### src/rtl/svs_pkg.sv
package svs_pkg;
    localparam int WORD_W    = 32;
    localparam int ADDR_W    = 16;
    localparam int TYPE_W    = 4;
    localparam int N_FLAGS   = 5;
    localparam int ADDR_LSB  = 8;
    localparam int TYPE_LSB  = 24;
    localparam int CLASS_BIT = 31;

    // flag vector positions, identical to the word's low bits
    localparam int F_WP     = 0;
    localparam int F_GLITCH = 1;
    localparam int F_SEQ    = 2;
    localparam int F_SWE    = 3;
    localparam int F_PK     = 4;

    typedef struct packed {
        logic              cls;
        logic [TYPE_W-1:0] typ;
    } swe_info_t;
endpackage

### src/rtl/svs_flag_bank.sv
module svs_flag_bank #(
    parameter int N = 5
) (
    input  logic         clk,
    input  logic         rst_n,
    input  logic         clr,
    input  logic [N-1:0] set,
    output logic [N-1:0] flags_q
);
    logic [N-1:0] flags_d;

    always_comb begin
        flags_d = (clr ? '0 : flags_q) | set;
    end

    always_ff @(posedge clk or negedge rst_n) begin
        if (!rst_n) flags_q <= '0;
        else        flags_q <= flags_d;
    end
endmodule

### src/rtl/svs_addr_capture.sv
module svs_addr_capture #(
    parameter int AW = 16
) (
    input  logic          clk,
    input  logic          rst_n,
    input  logic          clr,
    input  logic          wp_evt,
    input  logic [AW-1:0] wp_addr,
    input  logic          swe_evt,
    input  logic [AW-1:0] swe_addr,
    input  logic          wp_held,
    input  logic          swe_held,
    output logic [AW-1:0] addr_q
);
    logic [AW-1:0] addr_d;
    logic          wp_pend;
    logic          swe_pend;

    always_comb begin
        wp_pend  = wp_held  & ~clr;
        swe_pend = swe_held & ~clr;
        addr_d   = clr ? '0 : addr_q;
        if (wp_evt)
            addr_d = wp_addr;
        else if (swe_evt && !wp_pend && !swe_pend)
            addr_d = swe_addr;
    end

    always_ff @(posedge clk or negedge rst_n) begin
        if (!rst_n) addr_q <= '0;
        else        addr_q <= addr_d;
    end
endmodule

### src/rtl/svs_swe_info.sv
module svs_swe_info
    import svs_pkg::*;
(
    input  logic              clk,
    input  logic              rst_n,
    input  logic              clr,
    input  logic              swe_evt,
    input  logic              swe_held,
    input  logic [TYPE_W-1:0] type_in,
    input  logic              class_in,
    output swe_info_t         info_q
);
    swe_info_t info_d;

    always_comb begin
        info_d = clr ? '0 : info_q;
        if (swe_evt && !(swe_held && !clr)) begin
            info_d.typ = type_in;
            info_d.cls = class_in;
        end
    end

    always_ff @(posedge clk or negedge rst_n) begin
        if (!rst_n) info_q <= '0;
        else        info_q <= info_d;
    end
endmodule

### src/rtl/sec_viol_status.sv
module sec_viol_status
    import svs_pkg::*;
(
    input  logic              clk,
    input  logic              rst_n,
    input  logic              wp_evt,
    input  logic [ADDR_W-1:0] wp_addr,
    input  logic              swe_evt,
    input  logic [TYPE_W-1:0] swe_type,
    input  logic              swe_class,
    input  logic [ADDR_W-1:0] swe_addr,
    input  logic              pk_evt,
    input  logic              seq_evt,
    input  logic              glitch_evt,
    input  logic              acc_sel,
    input  logic              acc_wr,
    output logic [WORD_W-1:0] rd_data
);
    logic               rd_stb;
    logic [N_FLAGS-1:0] evt_vec;
    logic [N_FLAGS-1:0] flags_q;
    logic [ADDR_W-1:0]  addr_q;
    swe_info_t          info_q;
    logic [WORD_W-1:0]  status_word;

    assign rd_stb = acc_sel & ~acc_wr;

    always_comb begin
        evt_vec           = '0;
        evt_vec[F_WP]     = wp_evt;
        evt_vec[F_GLITCH] = glitch_evt;
        evt_vec[F_SEQ]    = seq_evt;
        evt_vec[F_SWE]    = swe_evt;
        evt_vec[F_PK]     = pk_evt;
    end

    svs_flag_bank #(.N(N_FLAGS)) u_flags (
        .clk     (clk),
        .rst_n   (rst_n),
        .clr     (rd_stb),
        .set     (evt_vec),
        .flags_q (flags_q)
    );

    svs_addr_capture #(.AW(ADDR_W)) u_addr (
        .clk      (clk),
        .rst_n    (rst_n),
        .clr      (rd_stb),
        .wp_evt   (wp_evt),
        .wp_addr  (wp_addr),
        .swe_evt  (swe_evt),
        .swe_addr (swe_addr),
        .wp_held  (flags_q[F_WP]),
        .swe_held (flags_q[F_SWE]),
        .addr_q   (addr_q)
    );

    svs_swe_info u_info (
        .clk      (clk),
        .rst_n    (rst_n),
        .clr      (rd_stb),
        .swe_evt  (swe_evt),
        .swe_held (flags_q[F_SWE]),
        .type_in  (swe_type),
        .class_in (swe_class),
        .info_q   (info_q)
    );

    always_comb begin
        status_word                                = '0;
        status_word[N_FLAGS-1:0]                   = flags_q;
        status_word[ADDR_LSB +: ADDR_W]            = addr_q;
        status_word[TYPE_LSB +: TYPE_W]            = info_q.typ;
        status_word[CLASS_BIT]                     = info_q.cls;
    end

    assign rd_data = rd_stb ? status_word : '0;
endmodule

### config.mk
export PLATFORM = sky130hd
export DESIGN_NAME = sec_viol_status
export DESIGN_NICKNAME = d
export VERILOG_FILES = /design/src/rtl/svs_pkg.sv /design/src/rtl/svs_flag_bank.sv /design/src/rtl/svs_addr_capture.sv /design/src/rtl/svs_swe_info.sv /design/src/rtl/sec_viol_status.sv
export SDC_FILE = /design/constraint.sdc
export NUM_CORES = 1
export LEC_CHECK = 0
export ABC_AREA = 1
export BUFFER_PORTS_ARGS = -buffer_cell sky130_fd_sc_hd__buf_2
export CAP_MARGIN = 40
export CORE_UTILIZATION = 45
export CTS_BUF_LIST = sky130_fd_sc_hd__clkbuf_2 sky130_fd_sc_hd__clkbuf_4 sky130_fd_sc_hd__clkbuf_8
export DETAILED_ROUTE_END_ITERATION = 10
export PLACE_DENSITY_LB_ADDON = 0.1
export SLEW_MARGIN = 20
export SYNTH_ARGS = -nofsm -noshare
export SYNTH_HDL_FRONTEND = slang
export SYNTH_SLANG_ARGS = --single-unit
export TNS_END_PERCENT = 20
### constraint.sdc
create_clock -name clk -period 1.51 [get_ports clk]
set_clock_uncertainty 0.05 [all_clocks]
set_input_delay 0.2265 -clock clk [delete_from_list [all_inputs] [get_ports clk]]
set_output_delay 0.2265 -clock clk [all_outputs]
set_load 0.05 [all_outputs]
==> key figures, run 1 <==
STA
  – Slew @ Worst Pin: about 0.55 ns
  – RSZ-0062 raised after global routing: false
  – Final Setup Violations: 0
  – Slew Viols, Final: 0
  – Final Cycle Share: 0.9241
  – Slew headroom: 0.6312
  – Hold Fails Final Rpt: 0
  – Post-route minimum period: 1.395 ns
  – Fmax: 0.7167 GHz

Floorplanning
  – IO Pins: 78
  – Core area: roughly 2900 um2
  – Die area: roughly 3300 um2
  – Die Y: roughly 58 um
  – Chip Width: a little under 60 um
  – Row count: 19
  – Effective utilization at floorplan: 0.4899

CTS
  – Clk buf depth: 2
  – Clock latency on the worst-skew pair: 0.31 ns
  – Worst-path clk slew: 0.12 ns
  – # clock sinks: 26
  – H-tree depth: 1
  – Root buffer cell: clkbuf_4
  – Total CTS buffers: 3
  – TritonCTS clock tree: yes

Global route
  – Global-route wire length before repair: 4.974 mm
  – GRT Total Usage: 0.1909
  – Vias in the first global route: 1152
  – Grt ovf: 0
  – Initial antenna violation count: 0
  – Largest net degree at the start of global routing: 27

Drt
  – Total number of vias: 1372
  – Detailed Route Iter0 Violations: 43
  – Met2 wire length: about 1.4 mm
  – Met3 routed wirelength: 218 um
  – 1st-pass router iterations: 9
  – DRT Wirelength: 3.091 mm
  – Vias per Instance: around 4.8
  – WL/cell: 10.73 um
  – Top Layer Used: met4
  – M1 wire length: 1.445 mm
  – Antenna viol nets, final: 0
  – DRC violations left: 3

Synth
  – Yosys reg bits: 26
  – Syn Std Cell Area: 1398 um2
  – Synth cell types: 15
  – Synth Instances: 185
  – Part of the Yosys area used for sequential elements: 0.4655
  – Yosys warns: 0
  – Avg Cell Area, Syn: 7.555 um2

Critical path
  – Worst Reg-to-Reg Cells: 5
  – Crit path kind: flip-flop to output port
  – Critical path required time: 1.23 ns
  – Crit Path Max Fanout: 2
  – CP Capture Type: output port
  – CP max-delay cell: dfrtp_1
  – Crit path largest cell delay: between 0.3 and 0.4 ns
  – Top delay family on crit path: flip-flops
  – R2r setup slk: 0.33 ns
  – Buffers and inverters on the worst path: 2
  – Worst setup SP type: flip-flop
  – Reg2Reg Capture Point: u_addr.addr_q[9]
  – RR Startpoint: u_flags.flags_q[0]
  – Critical path data arrival time: 1.12 ns
  – Crit-path cells: inv_1 > nor2_1 > buf_2

Place
  – Port Buffers: between 70 and 80
  – Area after DPL: ~1800 um2
  – Routability cong.: 0.7252
  – Post-DP HPWL: 2.392 mm

Hold path
  – Hold Path End: u_flags.flags_q[1]
  – Worst Hold Class: primary input to flip-flop
  – Worst hold start: glitch_evt
  – Hold path depth: 2

Status
  – Status: complete, but fails checks
  – Violated checks: design-rule violations

Pwr
  – PwrDens: 841.5 nW/um2
  – Max VDD drop: 0.5049 mV
  – Leakage: 1.076 nW

Final layout
  – Final antenna diode count: 0
  – Final net count: 305
  – Finished Core Util: 0.6298
  – Finished Cell Area: 1797 um2
  – Share of layout cells above drive strength 1: 0.3307
  – Syn-to-layout area delta: 28.56%

Run
  – Max Cap Viol: 0
## layout by cell type (no fill, tap or decap)
| cell type | count |
|---|---|
| dfrtp_1 | 26 |
| a21oi_4 | 1 |
| nor2_4 | 1 |
| o21bai_1 | 3 |
| inv_1 | 31 |
| conb_1 | 6 |
| buf_4 | 9 |
| o21ai_0 | 5 |
| nand2_1 | 25 |
| nand2_2 | 1 |
| nor2_1 | 26 |
| dlygate4sd3_1 | 1 |
| buf_2 | 70 |
| clkbuf_4 | 3 |
| nand3_1 | 49 |
## Yosys cell counts
master | number | share of area
dfrtp_1 | 26 | 0.47
nand3_1 | 49 | 0.18
clkbuf_1 | 3 | 0.0081
nand2_2 | 1 | 0.0045
conb_1 | 1 | 0.0027
nor2_4 | 1 | 0.0081
buf_2 | 3 | 0.011
inv_1 | 31 | 0.083
nor2_1 | 26 | 0.070
a21oi_4 | 1 | 0.012
o21ai_0 | 5 | 0.018
nand2_1 | 25 | 0.067
buf_4 | 8 | 0.043
o21bai_1 | 3 | 0.016
buf_6 | 2 | 0.016
## sequential cells by signal, indices dropped and copies added, names as in the netlist
register         count
u_addr.addr_q       16
u_flags.flags_q      5
u_info.info_q        5
## logic make-up (layout without fill, tap and decap cells)
| group | after synthesis | in the layout | synth area share |
|---|---|---|---|
| compound gates | 9 | 9 | 0.04566 |
| flops | 26 | 26 | 0.4655 |
| buf+inv | 47 | 114 | 0.1611 |
| other cells | 1 | 6 | 0.002683 |
| simple gates | 102 | 102 | 0.3250 |
## worst max-delay path by stage
| stage | depth (start not counted) | endpoint | startpoint |
|---|---|---|---|
| 6_report | 3 | rd_data[11] | u_addr.addr_q[3] |
| 5_1_grt | 3 | rd_data[18] | u_addr.addr_q[10] |
| 3_5_place_dp | 6 | rd_data[0] | acc_wr |
| 3_3_place_gp | 6 | rd_data[22] | acc_wr |
| 4_1_cts | 3 | rd_data[0] | u_flags.flags_q[0] |
| 2_1_floorplan | 5 | rd_data[10] | acc_wr |
## worst reg2reg max path: cells and delay by family, from the launching register on
| kind | cells | cell delay (ns) |
|---|---|---|
| buf+inv | 2 | 0.37 |
| simple gates | 2 | 0.17 |
| flops | 1 | 0.40 |
| compound gates | 1 | 0.13 |
## final cells by class
cell class / count / area [um2]
Clock buffer: 3 / 22.52
Fill cell: 273 / 1056
Inverter: 31 / 116.4
Multi-Input combinational cell: 117 / 540.5
Sequential cell: 26 / 650.6
Tap cell: 31 / 38.79
Timing Repair Buffer: 80 / 427.9
## metal layers
| metal | vias up | global-route usage |
|---|---|---|
| met2 | 57 | 0.3156 |
| met1 | 604 | 0.2602 |
| li1 | 707 | - |
| met4 | 0 | 0.06122 |
| met5 | - | 0 |
| met3 | 4 | 0.02902 |
## report_power, final
group	switching [W]	leakage [nW]	internal (W)
Clock	0.000179	0.0138	0.0000932
Sequential	0.0000282	0.312	0.000762
Combinational	0.000311	0.750	0.000138
Total	0.000519	1.08	0.000993
## per-stage QoR
step	cells	hold slack [ns]	power (W)	setup slack [ns]	setup TNS, ns
2_1_floorplan	190	-0.1191	0.001125	-0.07996	-1.599
3_3_place_gp	283	0.1997	0.001248	0.1434	0
3_5_place_dp	283	0.1977	0.001253	0.1336	0
4_1_cts	287	0.03755	0.001533	0.006929	0
5_1_grt	288	0.02790	0.001618	0.03328	0
6_report	288	0.05322	0.001512	0.1146	0
## what timing repair did
item,4_1_cts,5_1_grt
endpoints found under the hold margin,26,0
setup endpoints to repair,0,1
buffers inserted,0,1
hold buffers,1,0
resized for setup,0,2
Note: power is estimated with default switching activity, not from simulation.
==> run 2, diff against run 1 <==
--- a/config.mk
+++ b/config.mk
@@ -8,8 +8,7 @@
 export ABC_AREA = 1
 export BUFFER_PORTS_ARGS = -buffer_cell sky130_fd_sc_hd__buf_2
 export CAP_MARGIN = 40
-export CORE_UTILIZATION = 45
-export CTS_BUF_LIST = sky130_fd_sc_hd__clkbuf_2 sky130_fd_sc_hd__clkbuf_4 sky130_fd_sc_hd__clkbuf_8
+export CORE_UTILIZATION = 44
 export DETAILED_ROUTE_END_ITERATION = 10
 export PLACE_DENSITY_LB_ADDON = 0.1
 export SLEW_MARGIN = 20
==> key figures, run 2 (synthesis results as in run 1) <==
Critical path
  – Crit path kind: flip-flop to output port
  – Worst setup SP type: flip-flop
  – Critical path data arrival time: 1.14 ns (+0.02 ns)
  – Reg2Reg Capture Point: u_addr.addr_q[3]
  – Crit path largest cell delay: 0.41 ns (+0.04 ns)
  – Worst Reg-to-Reg Cells: 5 (unchanged)
  – R2r setup slk: 0.17 ns (-0.16 ns)
  – RR Startpoint: u_flags.flags_q[3]
  – Critical path required time: 1.23 ns (about the same)
  – CP Capture Type: output port
  – Crit Path Max Fanout: 2 (unchanged)
  – Crit-path cells: inv_1 > nor2_1 > clkbuf_4
  – CP max-delay cell: dfrtp_1

Place
  – Post-DP HPWL: 2.328 mm (-2.7%)
  – Routability cong.: 0.7498 (+3.4%)
  – Pre-CTS WS: 0.01316 ns (-0.1204 ns)
  – Port Buffers: 71 (unchanged)

Final layout
  – FILL cells: 323 (+18%)
  – Most frequent cells in the layout: buf_2, nand3_1, inv_1
  – Commonest non-fill, non-tap cell in the layout: buf_2
  – Area occupied by multi-input gates: 540.5 um2 (unchanged)
  – Share of layout cells above drive strength 1: 0.3320 (+0.001292)
  – Reg with most FFs: u_addr.addr_q
  – Largest register FFs: 16 (unchanged)
  – Reg area: 650.6 um2 (unchanged)
  – Final net count: 303 (-0.66%)
  – Final antenna diode count: 0 (unchanged)
  – Syn-to-layout area delta: 30.80%
  – Top Registers: u_addr.addr_q (16), u_flags.flags_q (5), u_info.info_q (5)

Floorplanning
  – Die Y: 58.36 um (+1.1%)
  – IO Pins: 78 (unchanged)
  – Core area: 3028 um2 (+6.1%)
  – Row count: 20 (+1)
  – Die area: 3406 um2 (+2.2%)
  – Effective utilization at floorplan: 0.4616 (-0.02834)
  – Chip Width: 58.36 um (+1.1%)

Hold path
  – Hold path depth: 2 (unchanged)
  – Worst Hold Class: primary input to flip-flop
  – Worst hold start: seq_evt
  – Hold Path End: u_flags.flags_q[2]

Drt
  – DRC violations left: 0 (-3)
  – Vias per Instance: 4.647 (-2.5%)
  – DRT Wirelength: 3.166 mm (+2.4%)
  – WL/cell: 10.55 um (-1.7%)
  – Total number of vias: 1394 (+1.6%)
  – Detailed Route Iter0 Violations: 38 (-12%)
  – Antenna viol nets, final: 0 (unchanged)
  – 1st-pass router iterations: 5 (-4)

STA
  – Final Setup Violations: 0 (unchanged)
  – Post-route minimum period: 1.414 ns (+0.01877 ns)
  – Hold Fails Final Rpt: 0 (unchanged)
  – Fmax: 0.7072 GHz (-1.3%)
  – Slew headroom: 0.6152 (-0.01594)
  – Final Cycle Share: 0.9365 (+0.01243)
  – Setup ws final: 0.09588 ns (-0.01877 ns)
  – Setup TNS: 0 ns (unchanged)
  – Slew Viols, Final: 0 (unchanged)
  – Final hold slack: 0.05367 ns (+0.0004500 ns)
  – RSZ-0062 raised after global routing: false
  – Slew @ Worst Pin: 0.5772 ns (+0.02391 ns)

Global route
  – Initial antenna violation count: 0 (unchanged)
  – Vias in the first global route: 1199 (+4.1%)
  – GRT Total Usage: 0.1921 (+0.001122)
  – Grt ovf: 0 (unchanged)
  – Largest net degree at the start of global routing: 27 (unchanged)
  – Global-route wire length before repair: 5.050 mm (+1.5%)

Status
  – Status: finished clean

CTS
  – H-tree depth: 1 (unchanged)
  – Clk buf depth: 2 (unchanged)
  – Total CTS buffers: 3 (unchanged)
  – Worst-path clk slew: 0.13 ns (about the same)
  – Total setup buffers inserted after CTS: 0 (unchanged)
  – # clock sinks: 26 (unchanged)
  – Root buffer cell: clkbuf_4
  – Clock latency on the worst-skew pair: 0.30 ns (about the same)
  – TritonCTS clock tree: yes

Pwr
  – Int Pwr: 0.001047 W (+5.4%)
  – Leakage: 1.068 nW (-0.74%)
  – PwrDens: 864.0 nW/um2 (+2.7%)
  – Switch share: 0.3368 (-0.006195)
  – Flop pwr share: 0.502 (-0.021)
  – Clock power share: 0.214 (+0.034)
  – Max VDD drop: 0.5077 mV (+0.55%)
  – Net Sw Power: 0.0005320 W (+2.6%)
  – Total Power: 0.001579 W (+4.5%)
  – Part of the power in combinational logic: 0.284 (-0.013)

Run
  – Max Cap Viol: 0 (unchanged)
run 2: cell types whose count changed in the layout (fill, tap and decap cells not counted), sizes merged:
cell	previous run	this run
clkinvlp	0	1
inv	31	30
clkbuf	3	5
buf	79	76
run 2: metal layers:
layer / global-route usage / share of wire / vias to the layer above
li1: - / - / 703
met1: 0.2482 / 0.46 / 632
met2: 0.3333 / 0.46 / 57
met3: 0.02857 / 0.072 / 2
met4: 0.06122 / 0.0060 / 0
met5: 0 / 0 / -
run 2: layout make-up:
class / count / area share
flip-flops and latches: 26 / 0.3559
multi-input cells: 117 / 0.2957
repair buffers: 78 / 0.2327
inverters: 31 / 0.06571
well taps: 44 / 0.03012
clock buffers: 4 / 0.01985
run 2: worst max path at each step:
stage,slack [ns],from,depth (start not counted),end
after floorplan,-0.08,acc_wr,5,rd_data[10]
after global placement,0.1,acc_wr,8,u_addr.addr_q[0]
after detailed placement,0.01,acc_wr,8,u_addr.addr_q[6]
after CTS,0.03,u_flags.flags_q[0],3,rd_data[0]
after global routing,0.02,u_flags.flags_q[0],3,rd_data[0]
final,0.1,u_flags.flags_q[0],3,rd_data[0]
run 2: metrics by stage:
step / util / area (um2) / std cells
after global placement: 0.5864 / 1775 / 295
after global routing: 0.6037 / 1828 / 300
final: 0.6037 / 1828 / 300
after detailed placement: 0.5864 / 1775 / 295
after floorplan: - / 1416 / 190
after CTS: 0.6017 / 1822 / 300
run 2: worst max-delay path, delay by kind of cell, from the launching register on:
family,cells,cell delay [ns]
DFF,1,0.41
buffers and inverters,2,0.31
and+or+nand+nor,1,0.11
run 2: power by group through the flow:
stage | clock network, W | registers, W | logic [W]
2_1_floorplan | 0 | 0.000799 | 0.000326
3_5_place_dp | 0 | 0.000806 | 0.000450
5_1_grt | 0.000376 | 0.000802 | 0.000492
6_report | 0.000338 | 0.000793 | 0.000448
3_3_place_gp | 0 | 0.000805 | 0.000447
4_1_cts | 0.000357 | 0.000793 | 0.000453
run 2: timing repair:
item,in CTS,in global routing
gates resized for setup,0,2
hold endpoints to repair,26,0
hold buffers,1,0
endpoints found under the setup margin,0,17
